### src/rtl/runup_pkg.sv
package runup_pkg;

    // Number of conversions averaged in the finest mode (fixed by decimal scaling).
    localparam int AVG_N = 10;

    // Resolution select codes seen on mode_sel.
    localparam logic [1:0] MODE_D35 = 2'd0;
    localparam logic [1:0] MODE_D45 = 2'd1;
    localparam logic [1:0] MODE_D55 = 2'd2;

    typedef enum logic [2:0] {
        ST_IDLE,
        ST_RUN,
        ST_WAIT,
        ST_DIV
    } seq_state_t;

    typedef struct packed {
        logic [1:0] mode;
        logic       line50;
    } seq_cfg_t;

    // Integer division rounded to nearest, used for window lengths.
    function automatic int unsigned div_nearest(input int unsigned num, input int unsigned den);
        return (num + den / 2) / den;
    endfunction

endpackage

### src/rtl/runup_timer.sv
module runup_timer #(
    parameter int TW = 16
) (
    input  logic          clk,
    input  logic          rst,
    input  logic          load,
    input  logic [TW-1:0] len,
    output logic          begin_o,
    output logic          end_o
);

    logic [TW-1:0] cnt;
    logic [TW-1:0] len_q;

    always_ff @(posedge clk) begin
        if (rst) begin
            cnt     <= '0;
            len_q   <= '0;
            begin_o <= 1'b0;
            end_o   <= 1'b0;
        end else begin
            begin_o <= 1'b0;
            end_o   <= 1'b0;
            if (load) begin
                cnt     <= len;
                len_q   <= len;
                begin_o <= 1'b1;
            end else if (cnt != '0) begin
                cnt <= cnt - TW'(1);
                if (cnt == TW'(1)) begin
                    end_o <= 1'b1;
                end
            end
        end
    end

    AST_STROBES_APART: assert property (@(posedge clk) disable iff (rst)
        end_o |-> !begin_o);
    AST_CNT_BOUND: assert property (@(posedge clk) disable iff (rst)
        cnt <= len_q);

endmodule

### src/rtl/div_by_const.sv
module div_by_const #(
    parameter int DW      = 25,
    parameter int DIVISOR = 10
) (
    input  logic          clk,
    input  logic          rst,
    input  logic          go,
    input  logic [DW-1:0] num,
    output logic [DW-1:0] quo,
    output logic          done
);

    localparam int REMW = $clog2(DIVISOR) + 1;
    localparam int CW   = $clog2(DW + 1);

    logic [DW-1:0]   dvd;
    logic [DW-1:0]   num_q;
    logic [REMW-1:0] rem;
    logic [CW-1:0]   cnt;
    logic [REMW:0]   trial;

    always_comb begin
        trial = {rem, dvd[DW-1]};
    end

    always_ff @(posedge clk) begin
        if (rst) begin
            dvd   <= '0;
            num_q <= '0;
            rem   <= '0;
            cnt   <= '0;
            quo   <= '0;
            done  <= 1'b0;
        end else begin
            done <= 1'b0;
            if (go) begin
                dvd   <= num;
                num_q <= num;
                rem   <= '0;
                quo   <= '0;
                cnt   <= CW'(DW);
            end else if (cnt != '0) begin
                dvd <= dvd << 1;
                cnt <= cnt - CW'(1);
                if (trial >= (REMW+1)'(DIVISOR)) begin
                    rem <= REMW'(trial - (REMW+1)'(DIVISOR));
                    quo <= {quo[DW-2:0], 1'b1};
                end else begin
                    rem <= trial[REMW-1:0];
                    quo <= {quo[DW-2:0], 1'b0};
                end
                if (cnt == CW'(1)) begin
                    done <= 1'b1;
                end
            end
        end
    end

    // Quotient check: q*D <= n < (q+1)*D
    logic [DW+3:0] prod;
    logic [DW+3:0] num_w;
    always_comb begin
        prod  = (DW+4)'(quo) * (DW+4)'(DIVISOR);
        num_w = (DW+4)'(num_q);
    end

    AST_QUOTIENT_EXACT: assert property (@(posedge clk) disable iff (rst)
        done |-> (prod <= num_w) && (num_w - prod < (DW+4)'(DIVISOR)));

endmodule

### src/rtl/runup_sequencer.sv
module runup_sequencer
    import runup_pkg::*;
#(
    parameter int REF_HZ = 1_000_000,
    parameter int RW     = 20
) (
    input  logic                 clk,
    input  logic                 rst,
    input  logic                 start,
    input  logic [1:0]           mode_sel,
    input  logic                 line_50,
    input  logic signed [RW-1:0] conv_data,
    input  logic                 conv_valid,
    output logic                 runup_begin,
    output logic                 runup_finish,
    output logic signed [RW-1:0] reading,
    output logic                 reading_valid
);

    localparam int W_TENTH = int'(div_nearest(REF_HZ, 600));
    localparam int W_PLC60 = int'(div_nearest(REF_HZ, 60));
    localparam int W_PLC50 = int'(div_nearest(REF_HZ, 50));
    localparam int TW      = $clog2(W_PLC50 + 1);
    localparam int AW      = RW + $clog2(AVG_N) + 1;
    localparam int PW      = $clog2(AVG_N);
    localparam logic signed [AW-1:0] ACC_LIM = AW'(AVG_N * (2 ** (RW - 1)));

    seq_state_t        state;
    seq_cfg_t          cfg;
    logic [PW-1:0]     pass;
    logic signed [AW-1:0] acc;
    logic              neg_q;
    logic              tload;
    logic              dgo;
    logic [AW-1:0]     dnum;
    logic [AW-1:0]     quo;
    logic              d_done;
    logic              t_end;
    logic [TW-1:0]     win_len;

    // Window selection from latched configuration
    always_comb begin
        unique case (cfg.mode)
            MODE_D45, MODE_D55: win_len = cfg.line50 ? TW'(W_PLC50) : TW'(W_PLC60);
            default:            win_len = TW'(W_TENTH);
        endcase
    end

    runup_timer #(.TW(TW)) u_timer (
        .clk     (clk),
        .rst     (rst),
        .load    (tload),
        .len     (win_len),
        .begin_o (runup_begin),
        .end_o   (t_end)
    );

    assign runup_finish = t_end;

    div_by_const #(.DW(AW), .DIVISOR(10)) u_div (
        .clk  (clk),
        .rst  (rst),
        .go   (dgo),
        .num  (dnum),
        .quo  (quo),
        .done (d_done)
    );

    // Sign-magnitude preparation of incoming and accumulated values
    logic signed [AW-1:0] conv_ext;
    logic signed [AW-1:0] acc_next;
    logic [AW-1:0]        conv_mag;
    logic [AW-1:0]        acc_mag;

    always_comb begin
        conv_ext = {{(AW-RW){conv_data[RW-1]}}, conv_data};
        acc_next = acc + conv_ext;
        conv_mag = conv_ext[AW-1] ? AW'(-conv_ext) : AW'(conv_ext);
        acc_mag  = acc_next[AW-1] ? AW'(-acc_next) : AW'(acc_next);
    end

    always_ff @(posedge clk) begin
        if (rst) begin
            state         <= ST_IDLE;
            cfg           <= '0;
            pass          <= '0;
            acc           <= '0;
            neg_q         <= 1'b0;
            tload         <= 1'b0;
            dgo           <= 1'b0;
            dnum          <= '0;
            reading       <= '0;
            reading_valid <= 1'b0;
        end else begin
            reading_valid <= 1'b0;
            tload         <= 1'b0;
            dgo           <= 1'b0;
            unique case (state)
                ST_IDLE: begin
                    if (start) begin
                        cfg   <= '{mode: mode_sel, line50: line_50};
                        pass  <= '0;
                        acc   <= '0;
                        tload <= 1'b1;
                        state <= ST_RUN;
                    end
                end
                ST_RUN: begin
                    if (t_end) begin
                        state <= ST_WAIT;
                    end
                end
                ST_WAIT: begin
                    if (conv_valid) begin
                        unique case (cfg.mode)
                            MODE_D45: begin
                                neg_q <= conv_data[RW-1];
                                dnum  <= conv_mag + AW'(5);
                                dgo   <= 1'b1;
                                state <= ST_DIV;
                            end
                            MODE_D55: begin
                                if (pass == PW'(AVG_N - 1)) begin
                                    neg_q <= acc_next[AW-1];
                                    dnum  <= acc_mag;
                                    dgo   <= 1'b1;
                                    state <= ST_DIV;
                                end else begin
                                    pass  <= pass + PW'(1);
                                    tload <= 1'b1;
                                    state <= ST_RUN;
                                end
                                acc <= acc_next;
                            end
                            default: begin
                                reading       <= conv_data;
                                reading_valid <= 1'b1;
                                state         <= ST_IDLE;
                            end
                        endcase
                    end
                end
                ST_DIV: begin
                    if (d_done) begin
                        reading       <= neg_q ? -$signed(quo[RW-1:0]) : $signed(quo[RW-1:0]);
                        reading_valid <= 1'b1;
                        state         <= ST_IDLE;
                    end
                end
                default: state <= ST_IDLE;
            endcase
        end
    end

    AST_VALID_SINGLE: assert property (@(posedge clk) disable iff (rst)
        reading_valid |=> !reading_valid);
    AST_NO_END_IDLE: assert property (@(posedge clk) disable iff (rst)
        (state == ST_IDLE) |-> !t_end);
    AST_PASS_RANGE: assert property (@(posedge clk) disable iff (rst)
        pass <= PW'(AVG_N - 1));
    AST_NO_OVERFLOW: assert property (@(posedge clk) disable iff (rst)
        (acc <= ACC_LIM) && (acc >= -ACC_LIM));
    AST_QUO_FITS: assert property (@(posedge clk) disable iff (rst)
        d_done |-> (quo[AW-1:RW] == '0));
    AST_RESULT_AFTER_WINDOW: assert property (@(posedge clk) disable iff (rst)
        (state == ST_RUN && !t_end) |=> !(state == ST_DIV || reading_valid));

endmodule

### config.mk
export PLATFORM = sky130hd
export DESIGN_NAME = runup_sequencer
export DESIGN_NICKNAME = d
export VERILOG_FILES = /design/src/rtl/runup_pkg.sv /design/src/rtl/runup_timer.sv /design/src/rtl/div_by_const.sv /design/src/rtl/runup_sequencer.sv
export SDC_FILE = /design/constraint.sdc
export NUM_CORES = 1
export LEC_CHECK = 0
export BUFFER_PORTS_ARGS = -buffer_cell sky130_fd_sc_hd__buf_4
export CORE_MARGIN = 3
export CORE_UTILIZATION = 50
export CTS_CLUSTER_DIAMETER = 100
export CTS_CLUSTER_SIZE = 24
export DETAILED_ROUTE_END_ITERATION = 16
export PLACE_DENSITY_LB_ADDON = 0.12
export RECOVER_POWER = 100
export SLEW_MARGIN = 5
export SYNTH_ARGS = -nofsm -noshare
export SYNTH_HDL_FRONTEND = slang
export SYNTH_SLANG_ARGS = --single-unit
### constraint.sdc
create_clock -name clk -period 7.1 [get_ports clk]
set_clock_uncertainty 0.15 [all_clocks]
set_input_delay 0.355 -clock clk [delete_from_list [all_inputs] [get_ports clk]]
set_output_delay 0.355 -clock clk [all_outputs]
set_load 0.01 [all_outputs]
## Yosys cells after proc, flatten, opt, wreduce, memory -nomap -nowiden

Index checks and enable logic that the tools add are counted.

| word-level totals | value |
|---|---|
| output and inout bits | 23 |
| word-level logic and storage cells | 120 |
| register bits after elaboration | 157 |
| input bits | 27 |

| cells by class | value |
|---|---|
| bitwise logic cells | 4 |
| equality and inequality tests | 16 |
| add/subtract/negate cells | 9 |
| magnitude comparators | 1 |
| multiplexer cells | 51 |
| reduce and logical (&&, ||, !) cells | 19 |

Operator list:

| kind | number |
|---|---|
| 25-bit two-way mux | 8 |
| 25-bit case mux with 2 select lines | 2 |
| 20-bit two-way mux | 4 |
| 15-bit two-way mux | 3 |
| 20-bit case mux with 2 select lines | 1 |
| 25-bit by 20-bit adder with 25-bit output | 1 |
| 25-bit by 3-bit adder with 25-bit output (second input constant) | 1 |
| 20-bit negator with 25-bit output | 1 |
| 25-bit negator | 1 |
| 20-bit negator | 1 |
| 4-bit two-way mux | 4 |
| 4-bit AND reduction | 4 |
| 15-bit by 1-bit equality test with 1-bit output (second input constant) | 1 |
| 5-bit two-way mux | 3 |
| 15-bit nonzero test | 1 |
| 15-bit by 1-bit subtractor with 15-bit output (second input constant) | 1 |
| 1-bit two-way mux | 13 |
| 12-bit two-way mux | 1 |
| 3-bit two-way mux | 4 |
| 2-bit != test (second input constant) | 6 |
| 3-bit case mux with 4 select lines | 1 |
| 2-bit nonzero test | 5 |
| 3-bit OR reduction | 3 |
| 1-bit case mux with 2 select lines | 4 |
| 20 further kinds | 26 |

## Longest topological paths before layout

Gate-level depths: netlist of run 1.

| logic depth | value |
|---|---|
| depth in word-level cells | 5 |
| mapped depth | 15 |
| mapped depth without buffers | 13 |

## By module

From an unflattened synthesis of run 1, not the netlist that was laid out.

| unflattened totals | value |
|---|---|
| cell total of the unflattened synthesis | 1329 |
| area total of the unflattened synthesis | 10402.5 sq um |

Modules (own cells, without submodules):

| module | cells each | instances | seq. area each (sq um) | area an instance (sq um) |
|---|---|---|---|---|
| runup_sequencer | 963 | 1 | 1661.6 | 7083.0 |
| div_by_const | 256 | 1 | 1221.2 | 2359.8 |
| runup_timer | 110 | 1 | 340.3 | 959.7 |

## Worst setup path after synthesis of run 1

Ideal clock, no wire load.

| path | value |
|---|---|
| path type | input-to-reg |
| from | input conv_data[0] |
| to | register dnum[24] |
| stages on the path | 13 |
| required time | 6.880 ns |
| path buffers | 0 |
| data arrival time | 3.270 ns |
| library setup time | 0.070 ns |
| setup slack | 3.610 ns |
| path through | ha_1 > inv_1 > fa_1 > nand2b_1 > a21oi_1 > o21a_1 > o21ai_1 > a21o_1 > a311o_1 > nor4_1 > nand2_1 > or3_1 > a21oi_1 |

| on the way | value |
|---|---|
| longest elaborated chain between the ends | 5 |
| elaborated cells on any way between the ends | 8 |
| those cells by class | 4 x add/sub; 4 x mux |

RTL lines:

| what | line | RTL |
|---|---|---|
| start, declared | runup_sequencer.sv:12 | `input logic signed [RW-1:0] conv_data,` |
| 25-bit by 20-bit adder with 25-bit output | runup_sequencer.sv:77 | `acc_next = acc + conv_ext;` |
| 25-bit negator | runup_sequencer.sv:79 | `acc_mag = acc_next[AW-1] ? AW'(-acc_next) : AW'(acc_next);` |
| 25-bit two-way mux | runup_sequencer.sv:79 |  |
| 25-bit two-way mux | runup_sequencer.sv:123 | `if (pass == PW'(AVG_N - 1)) begin` |
| 25-bit case mux with 2 select lines (*) | runup_sequencer.sv:115 | `unique case (cfg.mode)` |
| end signal, assigned | runup_sequencer.sv:118 | `dnum <= conv_mag + AW'(5);` |
| end signal, assigned | runup_sequencer.sv:125 | `dnum <= acc_mag;` |
| end, declared | runup_sequencer.sv:35 | `logic [AW-1:0] dnum;` |

Mark *: on every way between the ends. The rest lies on a longest branch, timed or not. The select of a mux whose other input is x is not followed.
A chain may end at the register's enable or synchronous reset.

## Worst setup path in the final report of run 1

| path | value |
|---|---|
| from | input rst |
| to | register u_div.done |

| on the way | value |
|---|---|
| longest elaborated chain between the ends | 1 |

RTL lines:

| what | line | RTL |
|---|---|---|
| start, declared | runup_sequencer.sv:8 | `input logic rst,` |
| 3-bit OR reduction (no line) | n/a |  |
| end signal, assigned | div_by_const.sv:33 | `done <= 1'b0;` |
| end signal, assigned | div_by_const.sv:35 | `done <= 1'b0;` |
| end signal, assigned | div_by_const.sv:53 | `done <= 1'b1;` |
| end, declared | div_by_const.sv:10 | `output logic done` |

Every way passes these cells.

==> results_dict.tcl, run 1 <==
set metrics [dict create \
    layout_min_cycle_time_ns 4.54 \
    powerDensity_mw_per_mm2 246 \
    cts_sinks 156 \
    worstPathRequired_ns 7.18 \
    io_pins 50 \
    routed_wl_mm 28.3 \
    htree_levels 4 \
    violations "max-capacitance violations, max-slew violations" \
    ys_top_cells_by_count "nor2_1 (178), a21oi_1 (165), nand2_1 (165), dfxtp_1 (156), clkbuf_1 (69)" \
    grt_pass1_vias 8543 \
    finalSetupTns_ns 0 \
    io_buffers 49 \
    core-area_mm2 0.0190 \
    hold_path.class "input port to flop" \
    cts_hold_buf 0 \
    synth_edf_count 0 \
    gp_congestion 0.916 \
    synth_most_common_cell "nor2_1" \
    syn_avg_cell_area_um2 7.38 \
    die_x_um 146 \
    clk_pin_slew_ns 0.07 \
    cts_made_buffers 17 \
    synthCells 1329 \
    nets 1386 \
    syn_nets 1395 \
    timing.fmax_ghz 0.220 \
    crit_family "buffers and inverters" \
    drive_gt1_share_pct 5.86 \
    drt-pass1-iter-count 6 \
    crit_slowest_cell "clkbuf_1" \
    synth_ff_type "dfxtp_1" \
    setup_viol 0 \
    drtAntennaViolNets 0 \
    fin_crit_sh_pct 63.9 \
    grt_util_all_layers_pct 25.8 \
    initialDrtViolationCount 784 \
    drt-vias-per-instance 6.00 \
    fillers 1866 \
    status "complete, but fails checks" \
    power.leakage_uw 0.00384 \
    synth_cell_types 71 \
    die_h_um 146 \
    die_area_mm2 0.0213 \
    cp_data_arrival_time_ns 4.62 \
    antenna_found_initial 0 \
    maxCapViolCount 5 \
    area_delta_synth_final_pct 9.31 \
    post-route-drc-count 0 \
    hpwl_mm 19.7 \
    worstMarginPinSlew_ns 2.96 \
    timing.final.hold_violations 0 \
    crit_buf_inv 2 \
    ys_top_cells_by_area "dfxtp_1 (32%), a21oi_1 (8.4%), nor2_1 (6.8%), nand2_1 (6.3%), ha_1 (4.8%)" \
    crit_path_start_kind "input port" \
    cts_root_buf "clkbuf_16" \
    overflow 0 \
    cts_setup_buffers 0 \
    clock_path_buffers 2 \
    clock_latency_ns 0.44 \
    ir_worst_vdd_v 0.000176 \
    synth_top_area_share_pct 31.8 \
    ctsResizeCount 0 \
    antennaDiodeCount 0 \
    slowest_delay_ns 2.15 \
    routedWlPerCell_um 17.7 \
    endpoint_kind "flop" \
    vias 9559 \
    worstSetupPathType "input port to flop" \
    rsz0062_at_grt "no" \
    crit_path_cell_trace "buf_4, clkbuf_1, or2_0, nor4bb_1" \
    yosys_warnings 0 \
    ys_seq_area_share_pct 31.8 \
    dp_slack_ns 2.86 \
    slew_viol_final 183 \
    synth_area_leader_cell "dfxtp_1" \
    rows 50 \
    ys_ff_latch 156 \
    crit_fanout 65 \
    initial_core_util_pct 51.7 \
    syn_area_mm2 0.00981 \
    cts_tree "done" \
    max-slew-margin-rel_pct -97.5 \
    grt_max_degree 66 \
    finalWorstSetupSlack_ns 2.56 \
    hold_ws_ns 0.0188 \
    grt_pass1_wl_mm 45.1 \
    synth-async-reset-ratio_pct 0 \
]
power by group:
part / total [uW] / internal (uW) / switching [uW]
logic: 692 / 235 / 457
clock network: 933 / 525 / 409
registers: 1010 / 935 / 70.8
total: 2630 / 1700 / 937
routing by layer:
| metal | track usage [%] | routed length (um) | up-vias |
|---|---|---|---|
| met1 | 35.5 | 12700 | 4448 |
| met3 | 4.93 | 2050 | 55 |
| met4 | 9.13 | 766 | 0 |
| li1 | - | - | 4733 |
| met5 | 0 | 0 | - |
| met2 | 40.8 | 12700 | 323 |
cell families (layout without fill, tap and decap cells):
kind of cell               count (synthesis)  in the layout  synth area share [%]
muxes                                      9              9                 0.944
adders and majority gates                 39             39                  5.05
DFF                                      156            156                  31.8
and+or+nand+nor                          541            541                  25.8
xor gates and xnor gates                  80             80                  7.14
buffers and inverters                    116            119                  4.62
AOI/OAI and AO/OA                        388            388                  24.6
layout make-up:
type / instances / area (um^2) / area share (%)
Multi-Input combinational cell: 1057 / 6240 / 58.2
Timing Repair Buffer: 58 / 334 / 3.12
Inverter: 30 / 113 / 1.05
Clock inverter: 14 / 161 / 1.51
Sequential cell: 156 / 3120 / 29.1
Tap cell: 260 / 325 / 3.03
Clock buffer: 17 / 425 / 3.97
layout by cell type, fill, tap and decap left out, types with 13 or more instances in the layout:
| cell type | synthesis | layout |
|---|---|---|
| nor4_1 | 22 | 22 |
| clkbuf_1 | 69 | 27 |
| xor2_1 | 42 | 42 |
| a211oi_1 | 37 | 37 |
| dfxtp_1 | 156 | 155 |
| nand2b_1 | 16 | 16 |
| xnor2_1 | 38 | 38 |
| or3_1 | 13 | 13 |
| o31ai_1 | 17 | 17 |
| nor2_1 | 178 | 178 |
| nand2_1 | 165 | 165 |
| ha_1 | 38 | 38 |
| buf_4 | 0 | 31 |
| o21ai_0 | 54 | 55 |
| inv_1 | 29 | 29 |
| nand3_1 | 22 | 22 |
| a22oi_1 | 21 | 21 |
| a21oi_1 | 165 | 165 |
| clkbuf_16 | 0 | 17 |
| nor3_1 | 51 | 51 |
flip-flops by register name, indices dropped and copies added, names as in the netlist, 2 cells and up:
signal	flops
pass	4
u_div.quo	20
u_div.rem	5
u_div.cnt	5
dnum	25
u_div.dvd	25
u_timer.cnt	15
acc	25
reading	20
cfg	3
state	2
stage by stage:
stage                     std cells  utilization [%]  instance area, um^2  power [uW]
after floorplan                1329                -                 9810        1540
after global placement         1561             54.0                10200        1710
after detailed placement       1561             54.0                10200        1720
after CTS                      1592             57.1                10800        2650
after global routing           1592             56.6                10700        2780
final                          1592             56.6                10700        2630
worst reg2reg max path: stages, from the launching register on:
cell	delay, ns
dfxtp_1	0.33
inv_1	0.06
ha_1	0.13
clkbuf_1	0.90
nand3_1	0.21
a21o_1	0.23
clkbuf_1	0.58
nor2_1	1.47
nand2_1	0.15
a21oi_1	0.20
final timing paths:
path                               startpoint  cells after the start  slack, ns           end
worst max-delay path                      rst                      4       2.56    u_div.done
worst max register to register         cfg[1]                      9       2.62       acc[20]
worst min-delay path                  line_50                      3       0.02        cfg[0]
worst min register to register  u_div.dvd[24]                      2       0.31  u_div.rem[0]
No activity file was read; power rests on OpenSTA's default activity.
==> inputs of run 2 (changes only) <==
- clock period: 7.1 -> 4.4 ns (I/O delays scaled with it)
==> run 2 against run 1 <==
The flow still finishes with violations (max-capacitance violations, max-slew violations). Combinational power increased by 60%. Core utilization increased by 0.58 points. Critical path depth increased by 9. Critical path type is now flop to flop. Largest cell class unchanged. Largest power group unchanged. Highest routed layer unchanged.
==> results_dict.tcl, run 2 (same netlist as run 1, synthesis figures left out) <==
set metrics [dict create \
    status "complete, but fails checks" \
    violations "max-capacitance violations, max-slew violations" \
    drt-vias-per-instance 5.95 \
    io_buffers 49 \
    instances_no_fill 1607 \
    swShare_pct 34.7 \
    maxCapViolCount 3 \
    power_frac_seq_pct 38.4 \
    cts_tree "done" \
    gp_congestion 0.957 \
    dp.cells 1571 \
    worstMarginPinSlew_ns 2.32 \
    die_x_um 146 \
    grt_max_degree 63 \
    clock_path_buffers 2 \
    vias 9561 \
    p_sw_uw 1470 \
    overflow 0 \
    drtAntennaViolNets 0 \
    hold_ws_ns 0.0769 \
    io_pins 50 \
    final_common_cell "nor2_1" \
    endpoint_kind "flop" \
    cts_made_buffers 17 \
    fin_crit_sh_pct 89.8 \
    routedWlPerCell_um 17.4 \
    initial_core_util_pct 51.7 \
    hold_path.class "input port to flop" \
    power.total_uw 4230 \
    fin_util_pct 57.1 \
    initialDrtViolationCount 667 \
    cts_sinks 156 \
    drive_gt1_share_pct 6.31 \
    clkPwrFrac_pct 35.2 \
    powerDensity_mw_per_mm2 390 \
    r2r_start "acc[0]" \
    antenna_found_initial 0 \
    layout_min_cycle_time_ns 3.95 \
    grt_pass1_vias 8808 \
    cp_data_arrival_time_ns 4.13 \
    area_delta_synth_final_pct 10.4 \
    power_frac_comb_pct 26.3 \
    ctsResizeCount 0 \
    timing.fmax_ghz 0.253 \
    crit_start "acc[0]" \
    worstSetupPathType "flop to flop" \
    clock_latency_ns 0.43 \
    final_cell_mix "nor2_1 (178), nand2_1 (165), a21oi_1 (165), dfxtp_1 (156), o21ai_0 (54)" \
    max-slew-margin-rel_pct -54.4 \
    cts_root_buf "clkbuf_16" \
    crit_path_start_kind "flop" \
    drt-pass1-iter-count 5 \
    post-route-drc-count 0 \
    routed_wl_mm 27.9 \
    fillers 1862 \
    nets 1400 \
    die_h_um 146 \
    core-area_mm2 0.0190 \
    top_regs "acc (25), dnum (25), u_div.dvd (25)" \
    intPower_uw 2760 \
    hold_path_depth 4 \
    rsz0062_at_grt "no" \
    grt_util_all_layers_pct 25.9 \
    slew_viol_final 136 \
    antennaDiodeCount 0 \
    htree_levels 4 \
    die_area_mm2 0.0213 \
    timing.final.hold_violations 0 \
    rows 50 \
    ir_worst_vdd_v 0.000319 \
    finalSetupTns_ns 0 \
    grt_pass1_wl_mm 45.6 \
    hpwl_mm 19.9 \
    setup_viol 0 \
    reg2regPathDepth 13 \
    clk_pin_slew_ns 0.07 \
    worstPathRequired_ns 4.58 \
    holdCritStartpoint "conv_data[0]" \
    crit_fanout 20 \
    power.leakage_uw 0.00390 \
]
==> run 2: cell count changes in the layout (fill, tap and decap cells not counted), moves of 2 or more <==
cell           before  now
buf_4              31   40
clkbuf_8            0    2
dlygate4sd3_1       0    4
inv_8               2    0
==> run 2: layer usage <==
layer | vias up | global-route usage (%) | share of wire [%]
li1 | 4771 | - | -
met1 | 4474 | 34.8 | 46
met2 | 273 | 40.0 | 44
met3 | 43 | 7.26 | 7.5
met4 | 0 | 9.36 | 2.6
met5 | - | 0 | 0
==> run 2: power groups by stage <==
stage / clock network, uW / registers [uW] / logic, uW
after floorplan: 0 / 1620 / 876
after global placement: 0 / 1650 / 1110
after detailed placement: 0 / 1650 / 1120
after CTS: 1520 / 1620 / 1120
after global routing: 1580 / 1640 / 1260
final: 1490 / 1620 / 1110
==> run 2: stage by stage <==
stage,area (um^2),setup slack [ns]
after detailed placement,10300,0.512
after floorplan,9810,0.949
final,10800,0.449
after global placement,10300,0.626
after global routing,10800,0.218
after CTS,10900,0.549
==> run 2: what timing repair did <==
item / CTS / global route
hold endpoints to repair: 4 / 0
hold buffers: 4 / 0
buffers inserted: 0 / 0
==> run 2: critical path, cell delays in order, from the launching register on <==
cell and delay [ns]:
dfxtp_1 0.33, ha_1 0.18, inv_1 0.06, fa_1 0.40, nand2b_1 0.22, a21oi_1 0.27, o21a_1 0.17, o21ai_1 0.16
a211oi_1 0.37, o21ai_0 0.21, and3_1 0.44, a31o_2 0.32, or3_1 0.30, a311oi_1 0.26
==> run 2: layout make-up <==
type / instances / area (um^2) / area share (%)
inverter: 30 / 113 / 1.04
clock inverter: 12 / 135 / 1.25
tap: 260 / 325 / 3.00
multi-input combinational: 1057 / 6230 / 57.5
clock buffer: 20 / 457 / 4.22
timing repair buffer: 72 / 447 / 4.12
sequential: 156 / 3120 / 28.8
==> run 2: final timing paths <==
kind	slack (ns)	endpoint
min	0.08	dnum[0]
min reg2reg	0.31	acc[20]
max	0.45	dnum[12]
max reg2reg	0.45	dnum[12]
==> inputs of run 3 (changes only) <==
- CELL_PAD_IN_SITES_DETAIL_PLACEMENT: not set -> 0
- CELL_PAD_IN_SITES_GLOBAL_PLACEMENT: not set -> 1
- CORE_UTILIZATION: 50 -> 46
==> run 3 against run 2 <==
The flow still finishes with violations (max-capacitance violations, max-slew violations). Critical path type unchanged. Clock power about the same. Wire length increased by 5.7%. Worst hold slack improved by 0.0096 ns.
==> results_dict.tcl, run 3 (same netlist as run 1, synthesis figures left out) <==
set metrics [dict create \
    instances_no_fill 1620 \
    r2r_start "acc[0]" \
    cts_root_buf "clkbuf_16" \
    crit_path_cell_trace "ha_1, inv_1, fa_1, nand2b_1, a21o_1, a211oi_1, a21boi_0, nand2b_1, nor4_1, and3_1, nand2_1, or3_1, a21oi_1" \
    stdcell_area_mm2 0.0108 \
    hpwl_mm 21.3 \
    drt-pass1-iter-count 5 \
    reg2regPathDepth 13 \
    rr_endpoint "dnum[24]" \
    ctsResizeCount 0 \
    initialDrtViolationCount 633 \
    rsz0062_at_grt "no" \
    timing.final.hold_violations 0 \
    slowest_delay_ns 0.59 \
    initial_core_util_pct 47.7 \
    hold_path_end "dnum[0]" \
    overflow 0 \
    die_x_um 152 \
    rows 52 \
    power.leakage_uw 0.00392 \
    dp.cells 1584 \
    violations "max-capacitance violations, max-slew violations" \
    cp_data_arrival_time_ns 4.23 \
    crit_fanout 5 \
    powerDensity_mw_per_mm2 389 \
    io_buffers 49 \
    io_pins 50 \
    clock_latency_ns 0.43 \
    worstPathRequired_ns 4.57 \
    setup_viol 0 \
    clock_path_buffers 2 \
    fin_crit_sh_pct 92.3 \
    cts_tree "done" \
    core-area_mm2 0.0206 \
    holdCritStartpoint "conv_data[0]" \
    maxCapViolCount 6 \
    drt-vias-per-instance 5.85 \
    grt_max_degree 86 \
    gp_congestion 0.906 \
    clk_pin_slew_ns 0.07 \
    cts_sinks 156 \
    vias 9480 \
    top_regs "acc (25), dnum (25), u_div.dvd (25)" \
    slew_viol_final 276 \
    crit_path_start_kind "flop" \
    hold_path_depth 4 \
    finalSetupTns_ns 0 \
    endpoint_kind "flop" \
    antennaDiodeCount 0 \
    cp_common_cell "nand2b_1" \
    worstSetupPathType "flop to flop" \
    antenna_found_initial 0 \
    grt_util_all_layers_pct 24.7 \
    crit_slowest_cell "nor4_1" \
    post-route-drc-count 0 \
    status "complete, but fails checks" \
    cts_made_buffers 17 \
    max-slew-margin-rel_pct -44.3 \
    area_delta_synth_final_pct 10.6 \
    routed_wl_mm 29.5 \
    timing.fmax_ghz 0.246 \
    worstMarginPinSlew_ns 2.17 \
    grt_pass1_wl_mm 46.9 \
    final_cell_mix "nor2_1 (178), nand2_1 (165), a21oi_1 (165), dfxtp_1 (155), o21ai_0 (54)" \
    grt_pass1_vias 8644 \
    routedWlPerCell_um 18.2 \
    nets 1403 \
    final_common_cell "nor2_1" \
    die_h_um 152 \
    power.total_uw 4220 \
    layout_min_cycle_time_ns 4.06 \
    postPlaceCellArea_mm2 0.0103 \
    hold_path.class "input port to flop" \
    drtAntennaViolNets 0 \
    drive_gt1_share_pct 6.30 \
    ir_worst_vdd_v 0.000234 \
    reg2reg_slack_ns 0.34 \
    htree_levels 4 \
    die_area_mm2 0.0231 \
    fillers 2108 \
]
run 3: cell count changes in the layout (fill, tap and decap cells not counted), moves of 2 or more:
cell	previous run	this run
clkinv_4	1	5
clkbuf_1	28	31
clkinvlp_4	4	1
inv_8	0	3
clkbuf_8	2	0
clkinv_8	0	2
inv_6	3	1
run 3: worst max-delay path by stage:
stage / endpoint / slack, ns / start / depth (start not counted)
6_report: dnum[24] / 0.34 / acc[0] / 13
3_5_place_dp: dnum[12] / 0.48 / conv_data[0] / 14
5_1_grt: u_div.dvd[22] / 0.08 / u_div.cnt[0] / 8
4_1_cts: dnum[12] / 0.51 / acc[0] / 13
3_3_place_gp: dnum[18] / 0.61 / conv_data[0] / 14
2_1_floorplan: dnum[24] / 0.95 / acc[0] / 13
run 3: layout make-up:
cell class	instances	area, um^2	area share (%)
Tap cell	270	338	3.11
Clock buffer	18	429	3.96
Multi-Input combinational cell	1057	6220	57.4
Sequential cell	156	3120	28.8
Clock inverter	14	161	1.49
Inverter	30	113	1.04
Timing Repair Buffer	75	455	4.20
run 3: repair_timing:
action / 4_1_cts / 5_1_grt
setup buffers: 0 / 0
hold buffers: 4 / 0
hold endpoints to repair: 4 / 0
run 3: worst max-delay path: cells and delay by family (launching register included):
kind	cells	cell delay, ns
flops	1	0.33
fa+ha+maj	2	0.59
buf+inv	1	0.06
compound gates	4	1.06
simple gates	6	1.77
run 3: power by group:
group,switching [uW],internal (uW),total (uW)
combinational,738,379,1120
sequential,112,1510,1620
clock,677,805,1480
total,1530,2690,4220
run 3: through the flow:
step	hold WS [ns]	setup slack, ns	util [%]
finish	0.0865	0.339	52.8
global route	0.103	0.0800	52.8
CTS	0.0777	0.510	53.4
detailed placement	0.300	0.478	50.3
global placement	0.294	0.615	50.3
floorplan	0.206	0.949	-
run 3: layer usage:
metal  up-vias  share of wire, %  wire, um  track usage, %
met2       286                47     13700            40.4
met5         -                 0         0               0
met4         0               1.4       408            4.92
li1       4759                 -         -               -
met1      4409                45     13400            34.1
met3        26               6.7      1990            4.98
